File: src/rtl/intack_pkg.sv
package intack_pkg;

    // State of one chain link
    typedef struct packed {
        logic pend;   // device request latched, not yet served
        logic snap;   // pending value frozen at acknowledge start
    } link_st_t;

    // State of the acknowledge phase tracker
    typedef struct packed {
        logic ack;    // registered acknowledge
    } phase_st_t;

endpackage

File: src/rtl/intack_phase.sv
module intack_phase
    import intack_pkg::*;
(
    input  logic clk,
    input  logic rst_n,
    input  logic ack_i,
    output logic active_o,
    output logic rise_o,
    output logic fall_o
);

    phase_st_t st_d, st_q;

    always_comb begin
        st_d     = st_q;
        st_d.ack = ack_i;
        active_o = st_q.ack;
        rise_o   = ack_i & ~st_q.ack;
        fall_o   = ~ack_i & st_q.ack;
    end

    always_ff @(posedge clk) begin
        if (!rst_n) st_q <= '0;
        else        st_q <= st_d;
    end

endmodule

File: src/rtl/intack_link.sv
module intack_link
    import intack_pkg::*;
#(
    parameter int unsigned          ID_W    = 8,
    parameter logic [ID_W-1:0]      LINK_ID = '1
) (
    input  logic            clk,
    input  logic            rst_n,
    input  logic            req_i,
    input  logic            rise_i,
    input  logic            fall_i,
    input  logic            ack_in_i,
    output logic            ack_out_o,
    output logic            claim_o,
    output logic            pend_o,
    output logic [ID_W-1:0] id_o
);

    link_st_t st_d, st_q;
    logic     claim;

    always_comb begin
        st_d  = st_q;
        claim = ack_in_i & st_q.snap;

        // Latch the device request
        st_d.pend = st_q.pend | req_i;
        // Identifier read: the acknowledge falls while this link holds it
        if (fall_i && claim) begin
            st_d.pend = 1'b0;
        end

        // Freeze participation for the whole acknowledge
        if (rise_i) begin
            st_d.snap = st_q.pend | req_i;
        end else if (fall_i) begin
            st_d.snap = 1'b0;
        end

        ack_out_o = ack_in_i & ~st_q.snap;
        claim_o   = claim;
        pend_o    = st_q.pend;
        id_o      = claim ? LINK_ID : '0;
    end

    always_ff @(posedge clk) begin
        if (!rst_n) st_q <= '0;
        else        st_q <= st_d;
    end

endmodule

File: src/rtl/intack_bus_or.sv
module intack_bus_or #(
    parameter int unsigned N_SRC = 4,
    parameter int unsigned W     = 8
) (
    input  logic [N_SRC-1:0][W-1:0] src_i,
    output logic [W-1:0]            bus_o
);

    always_comb begin
        bus_o = '0;
        for (int i = 0; i < N_SRC; i++) begin
            bus_o = bus_o | src_i[i];
        end
    end

endmodule

File: src/rtl/intack_chain.sv
module intack_chain #(
    parameter int unsigned N_LINKS = 4,
    parameter int unsigned ID_W    = 8,
    parameter int unsigned ID_BASE = 64
) (
    input  logic               clk,
    input  logic               rst_n,
    input  logic [N_LINKS-1:0] req_i,
    input  logic               ack_i,
    output logic               irq_o,
    output logic [ID_W-1:0]    bus_o,
    output logic               ack_tail_o,
    output logic [N_LINKS-1:0] grant_o
);

    logic                          ack_active;
    logic                          ack_rise;
    logic                          ack_fall;
    logic [N_LINKS:0]              ack_chain;
    logic [N_LINKS-1:0]            pend;
    logic [N_LINKS-1:0][ID_W-1:0]  ids;

    intack_phase u_phase (
        .clk      (clk),
        .rst_n    (rst_n),
        .ack_i    (ack_i),
        .active_o (ack_active),
        .rise_o   (ack_rise),
        .fall_o   (ack_fall)
    );

    assign ack_chain[0] = ack_active;

    for (genvar k = 0; k < N_LINKS; k++) begin : g_link
        localparam logic [ID_W-1:0] LID = ID_W'(ID_BASE + k);
        intack_link #(
            .ID_W    (ID_W),
            .LINK_ID (LID)
        ) u_link (
            .clk       (clk),
            .rst_n     (rst_n),
            .req_i     (req_i[k]),
            .rise_i    (ack_rise),
            .fall_i    (ack_fall),
            .ack_in_i  (ack_chain[k]),
            .ack_out_o (ack_chain[k+1]),
            .claim_o   (grant_o[k]),
            .pend_o    (pend[k]),
            .id_o      (ids[k])
        );
    end

    intack_bus_or #(
        .N_SRC (N_LINKS),
        .W     (ID_W)
    ) u_bus (
        .src_i (ids),
        .bus_o (bus_o)
    );

    assign irq_o      = |pend;
    assign ack_tail_o = ack_chain[N_LINKS];

endmodule

File: config.mk
export PLATFORM = sky130hd
export DESIGN_NAME = intack_chain
export DESIGN_NICKNAME = d
export VERILOG_FILES = /design/src/rtl/intack_pkg.sv /design/src/rtl/intack_phase.sv /design/src/rtl/intack_link.sv /design/src/rtl/intack_bus_or.sv /design/src/rtl/intack_chain.sv
export SDC_FILE = /design/constraint.sdc
export NUM_CORES = 1
export LEC_CHECK = 0
export CAP_MARGIN = 20
export CELL_PAD_IN_SITES_DETAIL_PLACEMENT = 2
export CELL_PAD_IN_SITES_GLOBAL_PLACEMENT = 2
export CORE_MARGIN = 2
export CORE_UTILIZATION = 23
export DETAILED_ROUTE_END_ITERATION = 7
export MAX_ROUTING_LAYER = met4
export PLACE_DENSITY_LB_ADDON = 0.1
export SYNTH_ARGS = -nofsm -noshare
export SYNTH_HDL_FRONTEND = slang
export SYNTH_SLANG_ARGS = --single-unit
File: constraint.sdc
create_clock -name clk -period 1.9 [get_ports clk]
set_clock_uncertainty 0.1 [all_clocks]
set_input_delay 0.38 -clock clk [delete_from_list [all_inputs] [get_ports clk]]
set_output_delay 0.38 -clock clk [all_outputs]
set_load 0.05 [all_outputs]
==> metrics.txt, run 1 <==
H-tree depth=1; fraction of layout cells with a size suffix above 1=0.301; initial core utilization=0.246; CTS tree=done; routed vias/inst=4.32; Yosys cell types=19; sw frac=0.323; Remaining Overflow, GRT=0; CP Capture Type=output port; Setup CP Type=reg -> out; Seq/Total Area, Yosys=0.369; combinational share of power=0.262; largest net degree at the start of global routing=10; syn avg cell area=8.56 µm²; #FFs+latches synth=9; worst setup margin=0.0787 ns; Post-synth EDFFs=0; top post-synthesis cells by area=dfxtp_1, buf_4, o21ai_0; TritonCTS buffer count=3; Worst R2R Path Depth=4; Seq pwr share=0.428; wirelength, routed=1.17 mm; hold path depth=2; hold endpoint=g_link[3].u_link.st_q[0]$_SDFFE_PN0P_; Placement Rows=16; antenna-violating nets left=0; die height=50.1 µm; IO buf count=15; Worst-path clk slew=0.06 ns; Bufs on Longest Clock Path=2; drt drc=0; Crit Path Max Fanout=4; R2R Path End=g_link[0].u_link.st_q[0]$_SDFFE_PN0P_; post-DP HPWL=966 µm; Syn Inst Count=57; die area=2510 µm²; DRT iter0 DRCs=4; Vias=432; Hold Fails Final Rpt=0; CP Launch Type=flop; CP required=1.42 ns; Hold Path Class=reg -> reg; Post-synth top cells=buf_4, dfxtp_1, o21ai_0; nets@finish=83; FFs w/ async S/R, synth=0; Inserted Diodes=0; first-pass GRT wire length=2.01 mm; io pins=21; Max IR drop VDD=0.000313 V; CTS root buf=clkbuf_4; Leak=0.307 nW; Cell Area, Synth=488 µm²; vias in the first global route=438; max-cap viol count=0; PwrDens=671 nW/µm²; Post-Place Worst Slack=-0.0177 ns; crit path time final=1.82 ns; crit path DAT=1.34 ns; Synth Warn #=0; GRT Total Usage=0.111; Clk pwr share=0.310; Placer Congestion=0.701; first-pass iteration count of the detailed router=4; Slew Viols, Final=0; Synth area leader=dfxtp_1; placed insts=96; Finished Layout Cells=100; worst reg2reg setup slack=0.59 ns; Clock Sinks=9; sw power=0.160 mW; antenna violations before repair=0; outcome=complete, no violations; fin crit share=0.959; CTS Hold Bufs=0; P&R area growth vs syn=51.3%; FMAX=549 MHz; Final setup viols=0; core outline area=1980 µm²; clk_lat worst skew=0.26 ns; post-synth top area share=0.369; RSZ-0062 raised after global routing=no; die width=50.1 µm; Post-synth top flop=dfxtp_1; cell-internal power=0.335 mW; Hold Crit Start=g_link[3].u_link.st_q[0]$_SDFFE_PN0P_; routed wire length per instance=11.7 µm; Reg-to-Reg Start=u_phase.active_o$_SDFF_PN0_
## how the worst max path moves through the flow
| stage | startpoint | end | slack, ns | cells past startpoint |
|---|---|---|---|---|
| 6_report | u_phase.active_o$_SDFF_PN0_ | bus_o[1] | 0.08 | 4 |
| 5_1_grt | g_link[2].u_link.st_q[0]$_SDFFE_PN0P_ | bus_o[0] | 0.01 | 4 |
| 4_1_cts | u_phase.active_o$_SDFF_PN0_ | bus_o[1] | 0.01 | 4 |
| 3_5_place_dp | ack_i | g_link[0].u_link.st_q[0]$_SDFFE_PN0P_ | -0.02 | 6 |
| 3_3_place_gp | ack_i | g_link[0].u_link.st_q[0]$_SDFFE_PN0P_ | 0.03 | 6 |
| 2_1_floorplan | u_phase.active_o$_SDFF_PN0_ | bus_o[1] | 0.33 | 3 |
## per-layer routing
metal | vias up | wire length (µm) | GRT usage
met1 | 205 | 566 | 0.141
li1 | 212 | - | -
met2 | 13 | 548 | 0.169
met3 | 2 | 45 | 0.0182
met4 | 0 | 10 | 0.0556
met5 | - | 0 | -
## per-stage QoR
| stage | instance area [µm²] | power (mW) | hold slack (ns) | utilization | setup TNS (ns) |
|---|---|---|---|---|---|
| 3_5_place_dp | 699 | 0.345 | 0.403 | 0.353 | -0.0504 |
| 5_1_grt | 738 | 0.526 | 0.452 | 0.372 | 0 |
| 6_report | 738 | 0.495 | 0.405 | 0.372 | 0 |
| 2_1_floorplan | 503 | 0.299 | 0.367 | - | 0 |
| 4_1_cts | 729 | 0.497 | 0.411 | 0.368 | 0 |
| 3_3_place_gp | 699 | 0.344 | 0.397 | 0.353 | 0 |
## critical path: stages, from the launching register on
cell     delay, ns
dfxtp_2       0.34
nor2b_4       0.13
and3b_2       0.23
or2_4         0.24
buf_12        0.15
## final cells by class
type                            count  area [µm²]
Inverter                            2        7.51
Sequential cell                     9         184
Tap cell                           27        33.8
Multi-Input combinational cell     41         256
Clock buffer                        4        26.3
Fill cell                         221        1240
Timing Repair Buffer               17         230
## power groups by stage
stage	Clock [mW]	Combinational [mW]	Sequential [mW]
after floorplan	0	0.0874	0.211
after global placement	0	0.129	0.216
after detailed placement	0	0.129	0.215
after CTS	0.156	0.130	0.211
after global routing	0.171	0.140	0.214
final	0.154	0.130	0.212
## sequential cells by signal, summed over array words and instances, names as in the netlist
name                  cells
g_link.u_link.st_q        4
u_phase.active_o          1
g_link.u_link.pend_o      4
## logic make-up after synthesis
kind of cell    share of synthesized area
fa+ha+maj                          0.0513
buf+inv                             0.154
other cells                       0.00768
compound gates                      0.185
simple gates                        0.233
flops                               0.369
## what timing repair did
item / CTS / global route
setup endpoints to repair: 1 / 2
gates resized for setup: 2 / 4
cloned: 0 / 0
buffers inserted: 0 / 0
pin swaps: 0 / 0
## layout by cell type (no fill, tap or decap), types with 3 or more instances in the layout
cell type | netlist | layout
buf_12 | 0 | 7
o21ai_0 | 8 | 8
buf_4 | 9 | 4
a21oi_1 | 4 | 4
dfxtp_1 | 9 | 6
a21boi_0 | 4 | 4
dfxtp_2 | 0 | 3
conb_1 | 1 | 5
nand2_1 | 4 | 4
clkbuf_4 | 0 | 3
clkdlybuf4s50_1 | 0 | 6
Note: power is estimated with default switching activity, not from simulation.
==> inputs of run 2 (changes only) <==
ABC_CLOCK_PERIOD_IN_PS = 1900   (was not set)
CORE_UTILIZATION = 28   (was 23)
SYNTH_HIERARCHICAL = 1   (was not set)
==> run 2 against run 1 <==
  * The flow now finishes with violations (negative setup slack)
  * Clock power is 3% lower
  * Clock-buffer cell count stayed put
  * Largest cell class unchanged
  * Register-to-register slack worse by 0.09 ns
  * Critical endpoint unchanged
==> metrics.txt, run 2 <==
FFs w/ async S/R, synth=0; Setup CP Type=reg -> out; cells along the critical path=and2b_2, and2b_2, and2b_2, and2_4, or4_4, buf_8; worst setup margin=-0.516 ns; most frequent cells in the layout=conb_1, buf_4, o21ai_0, dfxtp_1; Vias=540; CTS tree=done; io pins=21; FMAX=414 MHz; first-pass GRT wire length=2.40 mm; Post-synth EDFFs=0; P&R area growth vs syn=21.8%; top post-synthesis cells by area=buf_4, dfxtp_1, or4_1; fraction of layout cells with a size suffix above 1=0.320; die width=54.4 µm; post-DP HPWL=1.16 mm; core outline area=2430 µm²; clk_lat worst skew=0.26 ns; Cell Area, Synth=712 µm²; Synth Warn #=6; violated checks=negative setup slack; initial core utilization=0.293; H-tree depth=1; post-synth top area share=0.337; Placement Rows=18; most used cell, CP=and2b_2; antenna-violating nets left=0; TritonCTS buffer count=3; Slew Viols, Final=0; crit path time final=2.42 ns; Seq/Total Area, Yosys=0.253; Worst-path clk slew=0.06 ns; Finished Layout Cells=130; Leak=0.422 nW; Crit Path Max Fanout=5; final core utilization=0.356; DRT iter0 DRCs=6; routed vias/inst=4.15; max incr delay on CP=0.42 ns; Yosys cell types=12; antenna violations before repair=0; Bufs on Longest Clock Path=2; Synth area leader=buf_4; Worst R2R Path Depth=5; leading cell type in the layout, fill and taps excluded=conb_1; CP Launch Type=flop; first-pass iteration count of the detailed router=4; die area=2960 µm²; Max IR drop VDD=0.000210 V; Clock Sinks=9; Hold Fails Final Rpt=0; Inserted Diodes=0; worst reg2reg setup slack=0.50 ns; RSZ-0062 raised after global routing=yes; Crit. path cell count=6; CTS root buf=clkbuf_4; Syn Inst Count=85; placed insts=123; die height=54.4 µm; Post-synth top flop=dfxtp_1; drt drc=0; Hold Path Class=reg -> reg; GRT Total Usage=0.120; vias in the first global route=508; nets@finish=108; crit path DAT=1.94 ns; PwrDens=581 nW/µm²; Crit path max-delay family=simple AND/OR/NAND/NOR gates; CP max-delay cell=or4_4; routed wire length per instance=11.3 µm; max-cap viol count=0; IO buf count=15; most common cell in the netlist=buf_4; Placer Congestion=0.705; Remaining Overflow, GRT=0; fin crit share=1.27; Post-synth top cells=buf_4, dfxtp_1, or4_1; Post-Place Worst Slack=-0.265 ns; CP Capture Type=output port; #FFs+latches synth=9; largest net degree at the start of global routing=10; outcome=complete, but fails checks; Buf+Inv Stages, Crit Path=1; CP required=1.42 ns; hold path depth=2; Final setup viols=5; syn avg cell area=8.38 µm²; wirelength, routed=1.47 mm
-- run 2: cell types whose count changed after synthesis, sizes merged --
| cell | before | now |
|---|---|---|
| nand2 | 4 | 0 |
| conb | 1 | 4 |
| ha | 2 | 0 |
| buf | 9 | 32 |
| or3b | 0 | 4 |
| inv | 2 | 0 |
| or4 | 1 | 9 |
| and3b | 2 | 0 |
| and2 | 3 | 5 |
| and2b | 0 | 4 |
| nor4 | 1 | 0 |
| or2 | 2 | 0 |
| nor2 | 2 | 0 |
| and3 | 1 | 0 |
-- run 2: layout make-up --
cell class	count	area, µm²
multi-input cells	64	379
flip-flops and latches	9	181
repair buffers	23	243
fillers	279	1570
clock buffers	4	26.3
well taps	30	37.5
-- run 2: timing repair --
| action | CTS | global route |
|---|---|---|
| buffers inserted | 2 | 1 |
| endpoints found under the hold margin | 0 | 0 |
| hold buffers | 0 | 0 |
| endpoints found under the setup margin | 6 | 6 |
| gates resized for setup | 7 | 1 |
-- run 2: worst reg2reg max path: stages (launching register included) --
cell,delay [ns]
dfxtp_2,0.32
and2b_2,0.21
and2b_2,0.20
and2b_2,0.19
and2_4,0.17
a21oi_1,0.14
-- run 2: metrics by stage --
| stage | power [mW] | hold slack (ns) | cell area, µm² | setup TNS, ns |
|---|---|---|---|---|
| 2_1_floorplan | 0.338 | 0.398 | 805 | -0.971 |
| 3_3_place_gp | 0.346 | 0.432 | 788 | -0.703 |
| 3_5_place_dp | 0.348 | 0.450 | 788 | -0.793 |
| 4_1_cts | 0.511 | 0.462 | 856 | -1.95 |
| 5_1_grt | 0.536 | 0.502 | 867 | -2.31 |
| 6_report | 0.504 | 0.460 | 867 | -1.94 |
-- run 2: kinds of logic after synthesis --
logic type | after synthesis | synth area share
simple gates | 24 | 0.262
buf+inv | 32 | 0.337
other cells | 4 | 0.0211
compound gates | 16 | 0.127
flops | 9 | 0.253
-- run 2: worst paths after layout --
check                                                             end                                   from
worst min-delay path            g_link[0].u_link/st_q[0]$_SDFFE_PN0P_     g_link[0].u_link/pend_o$_SDFF_PP0_
worst max-delay path                                         bus_o[1]  g_link[0].u_link/st_q[0]$_SDFFE_PN0P_
worst min register to register  g_link[0].u_link/st_q[0]$_SDFFE_PN0P_     g_link[0].u_link/pend_o$_SDFF_PP0_
worst max register to register     g_link[3].u_link/pend_o$_SDFF_PP0_  g_link[0].u_link/st_q[0]$_SDFFE_PN0P_
-- run 2: power by group --
part | internal [mW] | switching [mW]
sequential | 0.202 | 0.00820
combinational | 0.0638 | 0.0801
clock | 0.0810 | 0.0683
total | 0.347 | 0.157
-- run 2: per-layer routing --
metal / wire length [µm] / share of wire / up-vias / global-route usage
li1: - / - / 263 / -
met1: 649 / 0.44 / 262 / 0.145
met2: 770 / 0.52 / 15 / 0.183
met3: 52 / 0.035 / 0 / 0.0246
met4: 0 / 0 / 0 / 0.0750
met5: 0 / 0 / - / -
